`src/rtl/link_trig_pkg.sv`:
```
package link_trig_pkg;

  typedef enum logic [1:0] {
    LINK_OFF          = 2'b00,
    LINK_BEAT_AND_END = 2'b01,
    LINK_BEAT_ONLY    = 2'b10,
    LINK_END_ONLY     = 2'b11
  } link_mode_e;

  // A partner index is honoured only when it names another existing channel.
  function automatic logic idx_usable(input int unsigned idx,
                                      input int unsigned self_id,
                                      input int unsigned num_ch);
    return (idx < num_ch) && (idx != self_id);
  endfunction

endpackage

```
`src/rtl/link_event_decode.sv`:
```
module link_event_decode
  import link_trig_pkg::*;
(
  input  link_mode_e mode,
  input  logic       beat_done,
  input  logic       count_zero,
  input  logic       steal_mode,
  output logic       beat_evt,
  output logic       end_evt,
  output logic       want_a,
  output logic       want_b
);

  // Per-beat linking exists only in cycle-steal operation.
  assign beat_evt = beat_done & steal_mode;
  assign end_evt  = count_zero;

  always_comb begin
    want_a = 1'b0;
    want_b = 1'b0;
    case (mode)
      LINK_BEAT_AND_END: begin
        // The final beat hands over to the second partner only.
        want_b = end_evt;
        want_a = beat_evt & ~end_evt;
      end
      LINK_BEAT_ONLY: want_a = beat_evt;
      LINK_END_ONLY:  want_a = end_evt;
      default: begin
        want_a = 1'b0;
        want_b = 1'b0;
      end
    endcase
  end

endmodule

```
`src/rtl/link_target_decode.sv`:
```
module link_target_decode
  import link_trig_pkg::*;
#(
  parameter int NUM_CH  = 6,
  parameter int IDX_W   = 3,
  parameter int SELF_ID = 2
) (
  input  logic [IDX_W-1:0]  idx,
  output logic              usable,
  output logic [NUM_CH-1:0] onehot
);

  assign usable = idx_usable(32'(idx), SELF_ID, NUM_CH);

  for (genvar c = 0; c < NUM_CH; c++) begin : g_bit
    assign onehot[c] = usable && (32'(idx) == c);
  end

endmodule

```
`src/rtl/link_trigger_gen.sv`:
```
module link_trigger_gen
  import link_trig_pkg::*;
#(
  parameter int NUM_CH  = 6,
  parameter int IDX_W   = 3,
  parameter int SELF_ID = 2
) (
  input  logic              clk,
  input  logic              rst_n,
  input  logic [1:0]        link_mode,
  input  logic [IDX_W-1:0]  link_a_idx,
  input  logic [IDX_W-1:0]  link_b_idx,
  input  logic              beat_done,
  input  logic              count_zero,
  input  logic              steal_mode,
  output logic [NUM_CH-1:0] link_req
);

  localparam logic [NUM_CH-1:0] NO_REQ = '0;

  logic              beat_evt;
  logic              end_evt;
  logic              want_a;
  logic              want_b;
  logic              a_usable;
  logic              b_usable;
  logic [NUM_CH-1:0] hot_a;
  logic [NUM_CH-1:0] hot_b;
  logic [NUM_CH-1:0] req_next;

  link_event_decode u_evt (
    .mode       (link_mode_e'(link_mode)),
    .beat_done  (beat_done),
    .count_zero (count_zero),
    .steal_mode (steal_mode),
    .beat_evt   (beat_evt),
    .end_evt    (end_evt),
    .want_a     (want_a),
    .want_b     (want_b)
  );

  link_target_decode #(.NUM_CH(NUM_CH), .IDX_W(IDX_W), .SELF_ID(SELF_ID)) u_tgt_a (
    .idx    (link_a_idx),
    .usable (a_usable),
    .onehot (hot_a)
  );

  link_target_decode #(.NUM_CH(NUM_CH), .IDX_W(IDX_W), .SELF_ID(SELF_ID)) u_tgt_b (
    .idx    (link_b_idx),
    .usable (b_usable),
    .onehot (hot_b)
  );

  // want_a and want_b never coincide, so the OR stays one-hot.
  assign req_next = (want_a && a_usable ? hot_a : NO_REQ)
                  | (want_b && b_usable ? hot_b : NO_REQ);

  always_ff @(posedge clk) begin
    if (!rst_n) link_req <= NO_REQ;
    else        link_req <= req_next;
  end

endmodule

```
`config.mk`:
```
export PLATFORM = sky130hd
export DESIGN_NAME = link_trigger_gen
export DESIGN_NICKNAME = d
export VERILOG_FILES = /design/src/rtl/link_trig_pkg.sv /design/src/rtl/link_event_decode.sv /design/src/rtl/link_target_decode.sv /design/src/rtl/link_trigger_gen.sv
export SDC_FILE = /design/constraint.sdc
export NUM_CORES = 1
export LEC_CHECK = 0
export BUFFER_PORTS_ARGS = -buffer_cell sky130_fd_sc_hd__buf_2
export CORE_AREA = 5 5 42 44
export DETAILED_ROUTE_END_ITERATION = 12
export DIE_AREA = 0 0 47 49
export GPL_TIMING_DRIVEN = 1
export PLACE_DENSITY = 0.45
export SYNTH_ARGS = -nofsm -noshare
export SYNTH_HDL_FRONTEND = slang
export SYNTH_SLANG_ARGS = --single-unit
```
`constraint.sdc`:
```
create_clock -name clk -period 1.3 [get_ports clk]
set_input_delay 0.13 -clock clk [delete_from_list [all_inputs] [get_ports clk]]
set_output_delay 0.13 -clock clk [all_outputs]
set_load 0.005 [all_outputs]
```
==> summary.md, run 1 <==
| Metric | Value |
|---|---|
| Max Freq | `1180 MHz` |
| Minimum setup slack after placement | `238 ps` |
| Syn_area_per_cell | `9.66 µm²` |
| Critical Path RT | `approximately 1400 ps` |
| TritonCTS Sinks | `6` |
| Family with the most delay on the worst path | `simple AND/OR/NAND/NOR gates` |
| Final worst setup slack | `452 ps` |
| Total Wirelength | `slightly below 700 µm` |
| Largest fanout on the critical path | `4` |
| Ports | `19` |
| Max H-tree Level | `1` |
| Worst EP arrival | `980 ps` |
| Routed vias | `295` |
| Yosys reg bits | `6` |
| Setup TNS Final | `0 ps` |
| CTS max path bufs | `2` |
| Cell variety after synth | `15` |
| Share of the synthesized area in the top cell type | `0.429` |
| DRC viols | `0` |
| Max reg flops | `6` |
| Final Max Tran Viols | `0` |
| Syn Nets | `42` |
| Initial Util | `0.200` |
| GRT overflow | `0` |
| CTS tree | `done` |
| Fin. Hold Viols | `0` |
| Post-cts resize count | `0` |
| PortBufs | `18` |
| CP startpoint kind | `input port` |
| Synthesis-to-finish area growth | `47.3%` |
| Fin cells | `66` |
| Critical path's slowest cell | `or3_1` |
| CTS Buf Count | `3` |
| Root buf cell | `clkbuf_4` |
| CP peak stage delay | `360 ps` |
| RSZ-0062 raised after global routing | `false` |
| M1 GR Usage | `0.0749` |
| Drt pass-1 iters | `3` |
| Antenna violations before repair | `0` |
| Dpl cells | `63` |
| Power density cells | `roughly 990 nW/µm²` |
| Post-Syn Area | `280 µm²` |
| VDD IR max | `between 0.2 and 0.25 mV` |
| Register name with the most flops | `link_req` |
| Largest net degree at the start of global routing | `5` |
| CP Cell Sequence | `buf_2, nand4b_1, or3_1, o32ai_1` |
| Kind of critical path | `input port to register` |
| Element type at the critical path end | `register` |
| Final core occ | `0.295` |
| Die span in y | `slightly below 50 µm` |
| Nets@finish | `65` |
| Final Setup Violations | `0` |
| Post-synthesis sequential area ratio | `0.429` |
| Fin crit period | `approximately 850 ps` |
| Setup Fix Bufs, Post-CTS | `0` |
| Die Width | `between 40 and 50 µm` |
| Reg clk slew, reported paths | `40 ps` |
| Post-DP HPWL | `550 µm` |
| Pleak | `~0.2 nW` |
| Max cap viols | `0` |
| Diodes inserted | `0` |
| Hold crit path type | `input port to register` |
| Die area | `~2300 µm²` |
| Cells after Synth | `29` |
| Total track usage | `0.0691` |
| Top Registers | `link_req (6)` |
| DR WL/cell | `slightly above 10 µm` |
| Share of post-route cells with drive strength above 1 | `0.480` |
| Met2 Use GR | `0.0905` |
| Met3 usage | `0.0332` |
| Synth top area cells | `dfxtp_1 43%, o32ai_1 16%, nor4b_4 8.5%, inv_1 5.4%, o211ai_2 4.5%` |
| Vias in the first global route | `between 200 and 300` |
| Buf/Inv on CP | `1` |
| Final Cycle Share | `0.653` |
| FP Rows | `14` |
| Core ar. | `about 1400 µm²` |
| Number of nets with antenna violations after routing | `0` |
| Hold buffer count at cts | `0` |
| First-pass GRT wire length | `around 1.1 mm` |
| Cell accounting for the most synthesized area | `dfxtp_1` |
| Synth Warn # | `0` |
| GR peak layer | `met2` |
| Outcome | `complete, no violations` |
| RePlAce Congestion | `approximately 0.78` |
| Number of DRC markers in iteration 0 | `5` |
| Via/cell ratio | `about 4.5` |
## layout by cell type, fill, tap and decap left out
| cell | netlist | layout |
|---|---|---|
| inv_1 | 4 | 4 |
| o32ai_1 | 5 | 5 |
| nand2b_1 | 1 | 1 |
| dfxtp_1 | 6 | 6 |
| nor4b_4 | 1 | 1 |
| nand2_1 | 2 | 2 |
| o21ai_0 | 1 | 1 |
| o211ai_2 | 1 | 1 |
| nand4b_1 | 1 | 1 |
| or2_0 | 1 | 1 |
| or3_1 | 1 | 1 |
| o21ai_1 | 1 | 1 |
| buf_2 | 0 | 18 |
| nand2_2 | 1 | 1 |
| clkbuf_4 | 0 | 3 |
| conb_1 | 1 | 1 |
| nand3_1 | 2 | 2 |
## synth_stat cells
library cell,number
nand2_1,2
o211ai_2,1
o21ai_1,1
o21ai_0,1
nand3_1,2
or3_1,1
nand2_2,1
o32ai_1,5
or2_0,1
inv_1,4
nand4b_1,1
nor4b_4,1
dfxtp_1,6
nand2b_1,1
conb_1,1
## cell families (layout without fill, tap and decap cells)
kind of cell           count (synthesis)  after routing  share of synthesized area
other                                  1              1                     0.0134
buffers and inverters                  4             25                     0.0536
AOI/OAI and AO/OA                      8              8                      0.237
DFF                                    6              6                      0.429
and+or+nand+nor                       10             10                      0.268
## final timing paths
| path | startpoint | end | slack, ps | cells after the start |
|---|---|---|---|---|
| worst max-delay path | link_mode[1] | link_req[0] | 450 | 4 |
| worst min-delay path | link_b_idx[2] | link_req[1] | 140 | 2 |
## power by group
group,switching (W),internal [W]
logic,0.0000295,0.0000259
registers,0.000000688,0.000189
clock network,0.0000610,0.000104
total,0.0000912,0.000319
## per-stage QoR
step / cell area, µm² / total power (W) / hold WS, ps
floorplan: 280 / 0.000214 / 227
detailed placement: 390 / 0.000248 / 360
global route: 413 / 0.000436 / 149
global placement: 390 / 0.000248 / 365
CTS: 413 / 0.000420 / 123
finish: 413 / 0.000410 / 136
## per-layer routing
layer / vias to the layer above / part of all wire
met4: 0 / 0.016
met2: 11 / 0.49
met1: 132 / 0.38
met3: 2 / 0.11
met5: - / 0
li1: 150 / -
## cell type report
cell class	count	area (µm²)
Multi-Input combinational cell	19	145
Tap cell	16	20.0
Fill cell	161	988
Clock buffer	3	22.5
Inverter	4	15.0
Timing Repair Buffer	18	90.1
Sequential cell	6	120
(Power assumes the default switching activity.)
==> inputs of run 2 (changes only) <==
--- a/config.mk
+++ b/config.mk
@@ -5,12 +5,13 @@
 export SDC_FILE = /design/constraint.sdc
 export NUM_CORES = 1
 export LEC_CHECK = 0
+export ABC_AREA = 1
 export BUFFER_PORTS_ARGS = -buffer_cell sky130_fd_sc_hd__buf_2
 export CORE_AREA = 5 5 42 44
 export DETAILED_ROUTE_END_ITERATION = 12
 export DIE_AREA = 0 0 47 49
 export GPL_TIMING_DRIVEN = 1
-export PLACE_DENSITY = 0.45
+export PLACE_DENSITY = 0.47
 export SYNTH_ARGS = -nofsm -noshare
 export SYNTH_HDL_FRONTEND = slang
 export SYNTH_SLANG_ARGS = --single-unit
==> constraint.sdc (replaced) <==
create_clock -name clk -period 0.8 [get_ports clk]
set_input_delay 0.08 -clock clk [delete_from_list [all_inputs] [get_ports clk]]
set_output_delay 0.08 -clock clk [all_outputs]
set_load 0.005 [all_outputs]
==> summary.md, run 2 <==
| Metric | Value |
|---|---|
| Outcome | `complete, no violations` |
| Dpl cells | `80` |
| Synth top area cells | `dfxtp_1 39%, nand2_1 11%, nand4_1 10%, nand3_1 9.8%, inv_1 8.6%` |
| Hold buffer count at cts | `0` |
| Number of DRC markers in iteration 0 | `4` |
| Family with the most delay on the worst path | `flip-flops` |
| Worst EP arrival | `640 ps` |
| Syn Nets | `between 50 and 60` |
| Diodes inserted | `0` |
| Final Max Tran Viols | `0` |
| Share of post-route cells with drive strength above 1 | `0.343` |
| Via/cell ratio | `about 4.2` |
| Max Freq | `~1400 MHz` |
| CP peak stage delay | `between 200 and 300 ps` |
| Fin cells | `between 80 and 90` |
| CTS max path bufs | `2` |
| Highest routed metal layer | `met3` |
| Cells after Synth | `46` |
| Buf/Inv on CP | `1` |
| Min-Delay Startpoint | `rst_n` |
| Number of synthesized flops with an enable pin | `0` |
| Post-DP HPWL | `around 620 µm` |
| Reg clk slew, reported paths | `around 40 ps` |
| Critical Path RT | `approximately 720 ps` |
| Register name with the most flops | `link_req` |
| Fin crit period | `roughly 720 ps` |
| Ports | `19` |
| Top Registers | `link_req (6)` |
| Most common cell after layout, fill and taps aside | `buf_2` |
| RePlAce Congestion | `0.634` |
| DRC viols | `0` |
| Kind of critical path | `register to output port` |
| Crit. path cell count | `1` |
| VDD IR max | `between 0.4 and 0.5 mV` |
| Post-Route M1 WL | `311 µm` |
| Initial Util | `0.218` |
| FP Rows | `14` |
| DR WL/cell | `about 8.5 µm` |
| Fin. Hold Viols | `0` |
| Routed vias | `about 350` |
| Post-Syn Area | `about 300 µm²` |
| CTS tree | `done` |
| GRT overflow | `0` |
| Critical Path Start | `link_req[0]` |
| Post-cts resize count | `0` |
| Number of nets with antenna violations after routing | `0` |
| Power density cells | `about 1500 nW/µm²` |
| CP Cell Sequence | `buf_2` |
| Ys flop type | `dfxtp_1` |
| Largest net degree at the start of global routing | `7` |
| Met2 WL | `about 310 µm` |
| Critical path's slowest cell | `dfxtp_1` |
| Cell accounting for the most synthesized area | `dfxtp_1` |
| TritonCTS Sinks | `6` |
| Die span in y | `roughly 50 µm` |
| First-pass GRT wire length | `a little under 1 mm` |
| CTS Buf Count | `3` |
| Final Setup Violations | `0` |
| Die Width | `roughly 47 µm` |
| Met3 Wirelength | `between 80 and 90 µm` |
| Commonest non-fill, non-tap cells in the layout | `18 x buf_2, 9 x nand2_1, 7 x inv_1, 6 x nand3_1, 6 x dfxtp_1` |
| Total Wirelength | `a little over 700 µm` |
| Reg area | `about 120 µm²` |
| Total track usage | `0.0606` |
| Hold crit path type | `input port to register` |
| Yosys reg bits | `6` |
| Syn_area_per_cell | `between 6 and 7 µm²` |
| Final core occ | `0.313` |
| Max reg flops | `6` |
| Die area | `~2300 µm²` |
| Final Cycle Share | `0.904` |
| Cell variety after synth | `12` |
| Nets@finish | `a little over 80` |
| FFs w/ async S/R, synth | `0` |
| PortBufs | `18` |
| Synthesis-to-finish area growth | `43.4%` |
| Share of the synthesized area in the top cell type | `0.393` |
| Max H-tree Level | `1` |
| Most numerous cell in the Yosys netlist | `nand2_1` |
| Multi-input gate area | `~160 µm²` |
| Top cells by count, synth | `9 x nand2_1, 7 x inv_1, 6 x dfxtp_1, 6 x nand3_1` |
| Setup Fix Bufs, Post-CTS | `0` |
| Drt pass-1 iters | `2` |
| CP startpoint kind | `register` |
| Fillcell total | `179` |
| Pleak | `approximately 0.23 nW` |
| Core ar. | `between 1000 and 1500 µm²` |
| Worst Setup EP | `link_req[0]` |
| Largest fanout on the critical path | `1` |
| Synth Warn # | `0` |
| Root buf cell | `clkbuf_4` |
| Vias in the first global route | `268` |
| Antenna violations before repair | `0` |
| Element type at the critical path end | `output port` |
| Max cap viols | `0` |
| Post-synthesis sequential area ratio | `0.393` |
| RSZ-0062 raised after global routing | `false` |
-- run 2: worst min-delay path by stage --
stage	endpoint	slack (ps)	cells after the start
after floorplan	link_req[3]	250	2
after global placement	link_req[3]	370	3
after detailed placement	link_req[0]	380	3
after CTS	link_req[5]	140	3
after global routing	link_req[5]	160	3
final	link_req[0]	140	3
-- run 2: cell families after synthesis --
logic type,count (synthesis),synth area share
AO/OA/AOI/OAI,5,0.0820
buffers and inverters,8,0.0984
flip-flops,6,0.393
other,1,0.0123
AND/OR/NAND/NOR,26,0.414
-- run 2: through the flow --
step / hold WS [ps] / TNS [ps] / area [µm²] / total power (W) / worst slack, ps
3_5_place_dp: 384 / -19.0 / 415 / 0.000417 / -15.3
2_1_floorplan: 248 / 0 / 305 / 0.000363 / 200
6_report: 138 / 0 / 438 / 0.000674 / 76.5
3_3_place_gp: 373 / 0 / 415 / 0.000416 / 4.32
5_1_grt: 161 / 0 / 438 / 0.000713 / 46.1
4_1_cts: 137 / 0 / 438 / 0.000694 / 64.6
-- run 2: layout make-up --
class / count / share of cell area
Multi-Input combinational cell: 32 / 0.354
Sequential cell: 6 / 0.274
Timing Repair Buffer: 18 / 0.206
Inverter: 8 / 0.0686
Clock buffer: 3 / 0.0514
Tap cell: 16 / 0.0457
-- run 2: routing by layer --
layer,vias up,GRT usage
li1,197,-
met1,139,0.0749
met2,15,0.0837
met3,0,0.0221
met4,0,0.0415
met5,-,0
-- run 2: power breakdown --
| part | internal (W) | switching (W) | leakage (nW) | total, W |
|---|---|---|---|---|
| clock | 0.000169 | 0.0000944 | 0.0138 | 0.000263 |
| sequential | 0.000306 | 0.00000114 | 0.0488 | 0.000308 |
| combinational | 0.0000426 | 0.0000604 | 0.170 | 0.000103 |
| total | 0.000518 | 0.000156 | 0.232 | 0.000674 |
==> inputs of run 3 (changes only) <==
--- a/config.mk
+++ b/config.mk
@@ -5,13 +5,13 @@
 export SDC_FILE = /design/constraint.sdc
 export NUM_CORES = 1
 export LEC_CHECK = 0
-export ABC_AREA = 1
+export ABC_AREA = 0
 export BUFFER_PORTS_ARGS = -buffer_cell sky130_fd_sc_hd__buf_2
 export CORE_AREA = 5 5 42 44
 export DETAILED_ROUTE_END_ITERATION = 12
 export DIE_AREA = 0 0 47 49
 export GPL_TIMING_DRIVEN = 1
-export PLACE_DENSITY = 0.47
+export PLACE_DENSITY = 0.45
 export SYNTH_ARGS = -nofsm -noshare
 export SYNTH_HDL_FRONTEND = slang
 export SYNTH_SLANG_ARGS = --single-unit
==> summary.md, run 3 (synthesized netlist as in run 1, its figures left out) <==
| Metric | Value |
|---|---|
| Design Power | `about 0.00070 W` |
| Minimum setup slack after placement | `-220 ps` |
| Root buf cell | `clkbuf_4` |
| Final Max Tran Viols | `0` |
| RePlAce Congestion | `slightly above 0.7` |
| Reg area | `~120 µm²` |
| Fin. Hold Viols | `0` |
| Max cap viols | `0` |
| Total Wirelength | `695 µm` |
| Die area | `~2300 µm²` |
| Vias in the first global route | `between 200 and 300` |
| Reg clk slew, reported paths | `40 ps` |
| Power density cells | `roughly 1400 nW/µm²` |
| Number of nets with antenna violations after routing | `0` |
| Drt pass-1 iters | `4` |
| Fillcell total | `159` |
| CP peak stage delay | `~300 ps` |
| Number of DRC markers in iteration 0 | `3` |
| Share of post-route cells with drive strength above 1 | `0.577` |
| Top Registers | `link_req (6)` |
| Worst EP arrival | `around 940 ps` |
| Final worst setup slack | `14.2 ps` |
| Setup TNS Final | `0 ps` |
| CP startpoint kind | `input port` |
| PortBufs | `18` |
| Commonest non-fill, non-tap cells in the layout | `14 x buf_2, 6 x dfxtp_1, 4 x inv_1` |
| Register name with the most flops | `link_req` |
| Largest net degree at the start of global routing | `5` |
| Buf/Inv on CP | `1` |
| First-pass GRT wire length | `1.04 mm` |
| DR WL/cell | `10.2 µm` |
| Ports | `19` |
| Pleak | `~0.23 nW` |
| Nets@finish | `67` |
| Min-Delay Path Depth | `2` |
| FP Rows | `14` |
| Post-DP HPWL | `between 500 and 600 µm` |
| Most common cell after layout, fill and taps aside | `buf_2` |
| Post-place instance area | `slightly above 400 µm²` |
| TritonCTS Sinks | `6` |
| Fin crit period | `786 ps` |
| GRT overflow | `0` |
| Element type at the critical path end | `register` |
| Routed vias | `~300` |
| Total track usage | `0.0648` |
| Die Width | `roughly 47 µm` |
| Critical path's slowest cell | `nor4b_4` |
| Final Cycle Share | `0.982` |
| Family with the most delay on the worst path | `compound AO/OA/AOI/OAI gates` |
| CTS Buf Count | `3` |
| Max Freq | `~1300 MHz` |
| Diodes inserted | `0` |
| Max H-tree Level | `1` |
| RSZ-0062 raised after global routing | `true` |
| Synthesis-to-finish area growth | `73.2%` |
| Initial Util | `0.200` |
| Core ar. | `around 1400 µm²` |
| Kind of critical path | `input port to register` |
| Critical Path RT | `950 ps` |
| CP Cell Sequence | `buf_8, nor4b_4, o211ai_2, o32ai_2` |
| Multi-input gate area | `174 µm²` |
| Final Setup Violations | `0` |
| Largest fanout on the critical path | `4` |
| CTS max path bufs | `2` |
| Design area | `around 490 µm²` |
| Max reg flops | `6` |
| Hold crit path type | `input port to register` |
| Hold Crit Endpoint | `link_req[0]` |
| Min-Delay Startpoint | `link_b_idx[2]` |
| Via/cell ratio | `between 4 and 5` |
| Die span in y | `49 µm` |
| DRC viols | `0` |
| CTS tree | `done` |
| Antenna violations before repair | `0` |
| Outcome | `complete, no violations` |
| VDD IR max | `about 0.31 mV` |
[run 3: cell type report]
cell class	count	share of cell area
Multi-Input combinational cell	19	0.358
Timing Repair Buffer	20	0.276
Sequential cell	6	0.247
Clock buffer	3	0.0464
Tap cell	16	0.0412
Inverter	4	0.0309
[run 3: worst max-delay path by stage]
| stage | start | end | slack [ps] | depth (start not counted) |
|---|---|---|---|---|
| after CTS | link_mode[0] | link_req[0] | 40 | 5 |
| after global placement | link_mode[1] | link_req[4] | -250 | 4 |
| final | count_zero | link_req[0] | 10 | 4 |
| after floorplan | beat_done | link_req[0] | -10 | 4 |
| after detailed placement | link_mode[0] | link_req[0] | -220 | 5 |
| after global routing | count_zero | link_req[0] | -20 | 4 |
[run 3: power by group]
group          switching (W)  internal, W  leakage, nW
logic              0.0000557    0.0000659        0.164
clock network      0.0000987     0.000169       0.0138
registers         0.00000113     0.000307       0.0488
[run 3: timing repair]
action,in CTS,in global routing
setup endpoints to repair,0,4
hold buffers,0,0
setup buffers,0,0
resized for setup,0,13
[run 3: stage by stage]
step	instances	util	hold WS, ps
2_1_floorplan	29	-	177
3_3_place_gp	65	0.289	302
3_5_place_dp	65	0.289	311
4_1_cts	68	0.305	52.5
5_1_grt	68	0.346	61.6
6_report	68	0.346	69.8
[run 3: routing by layer]
layer	track usage	part of all wire	vias up
met2	0.0837	0.48	13
met3	0.0258	0.11	0
met4	0.0691	0	0
met5	0	0	-
li1	-	-	154
met1	0.0725	0.41	134
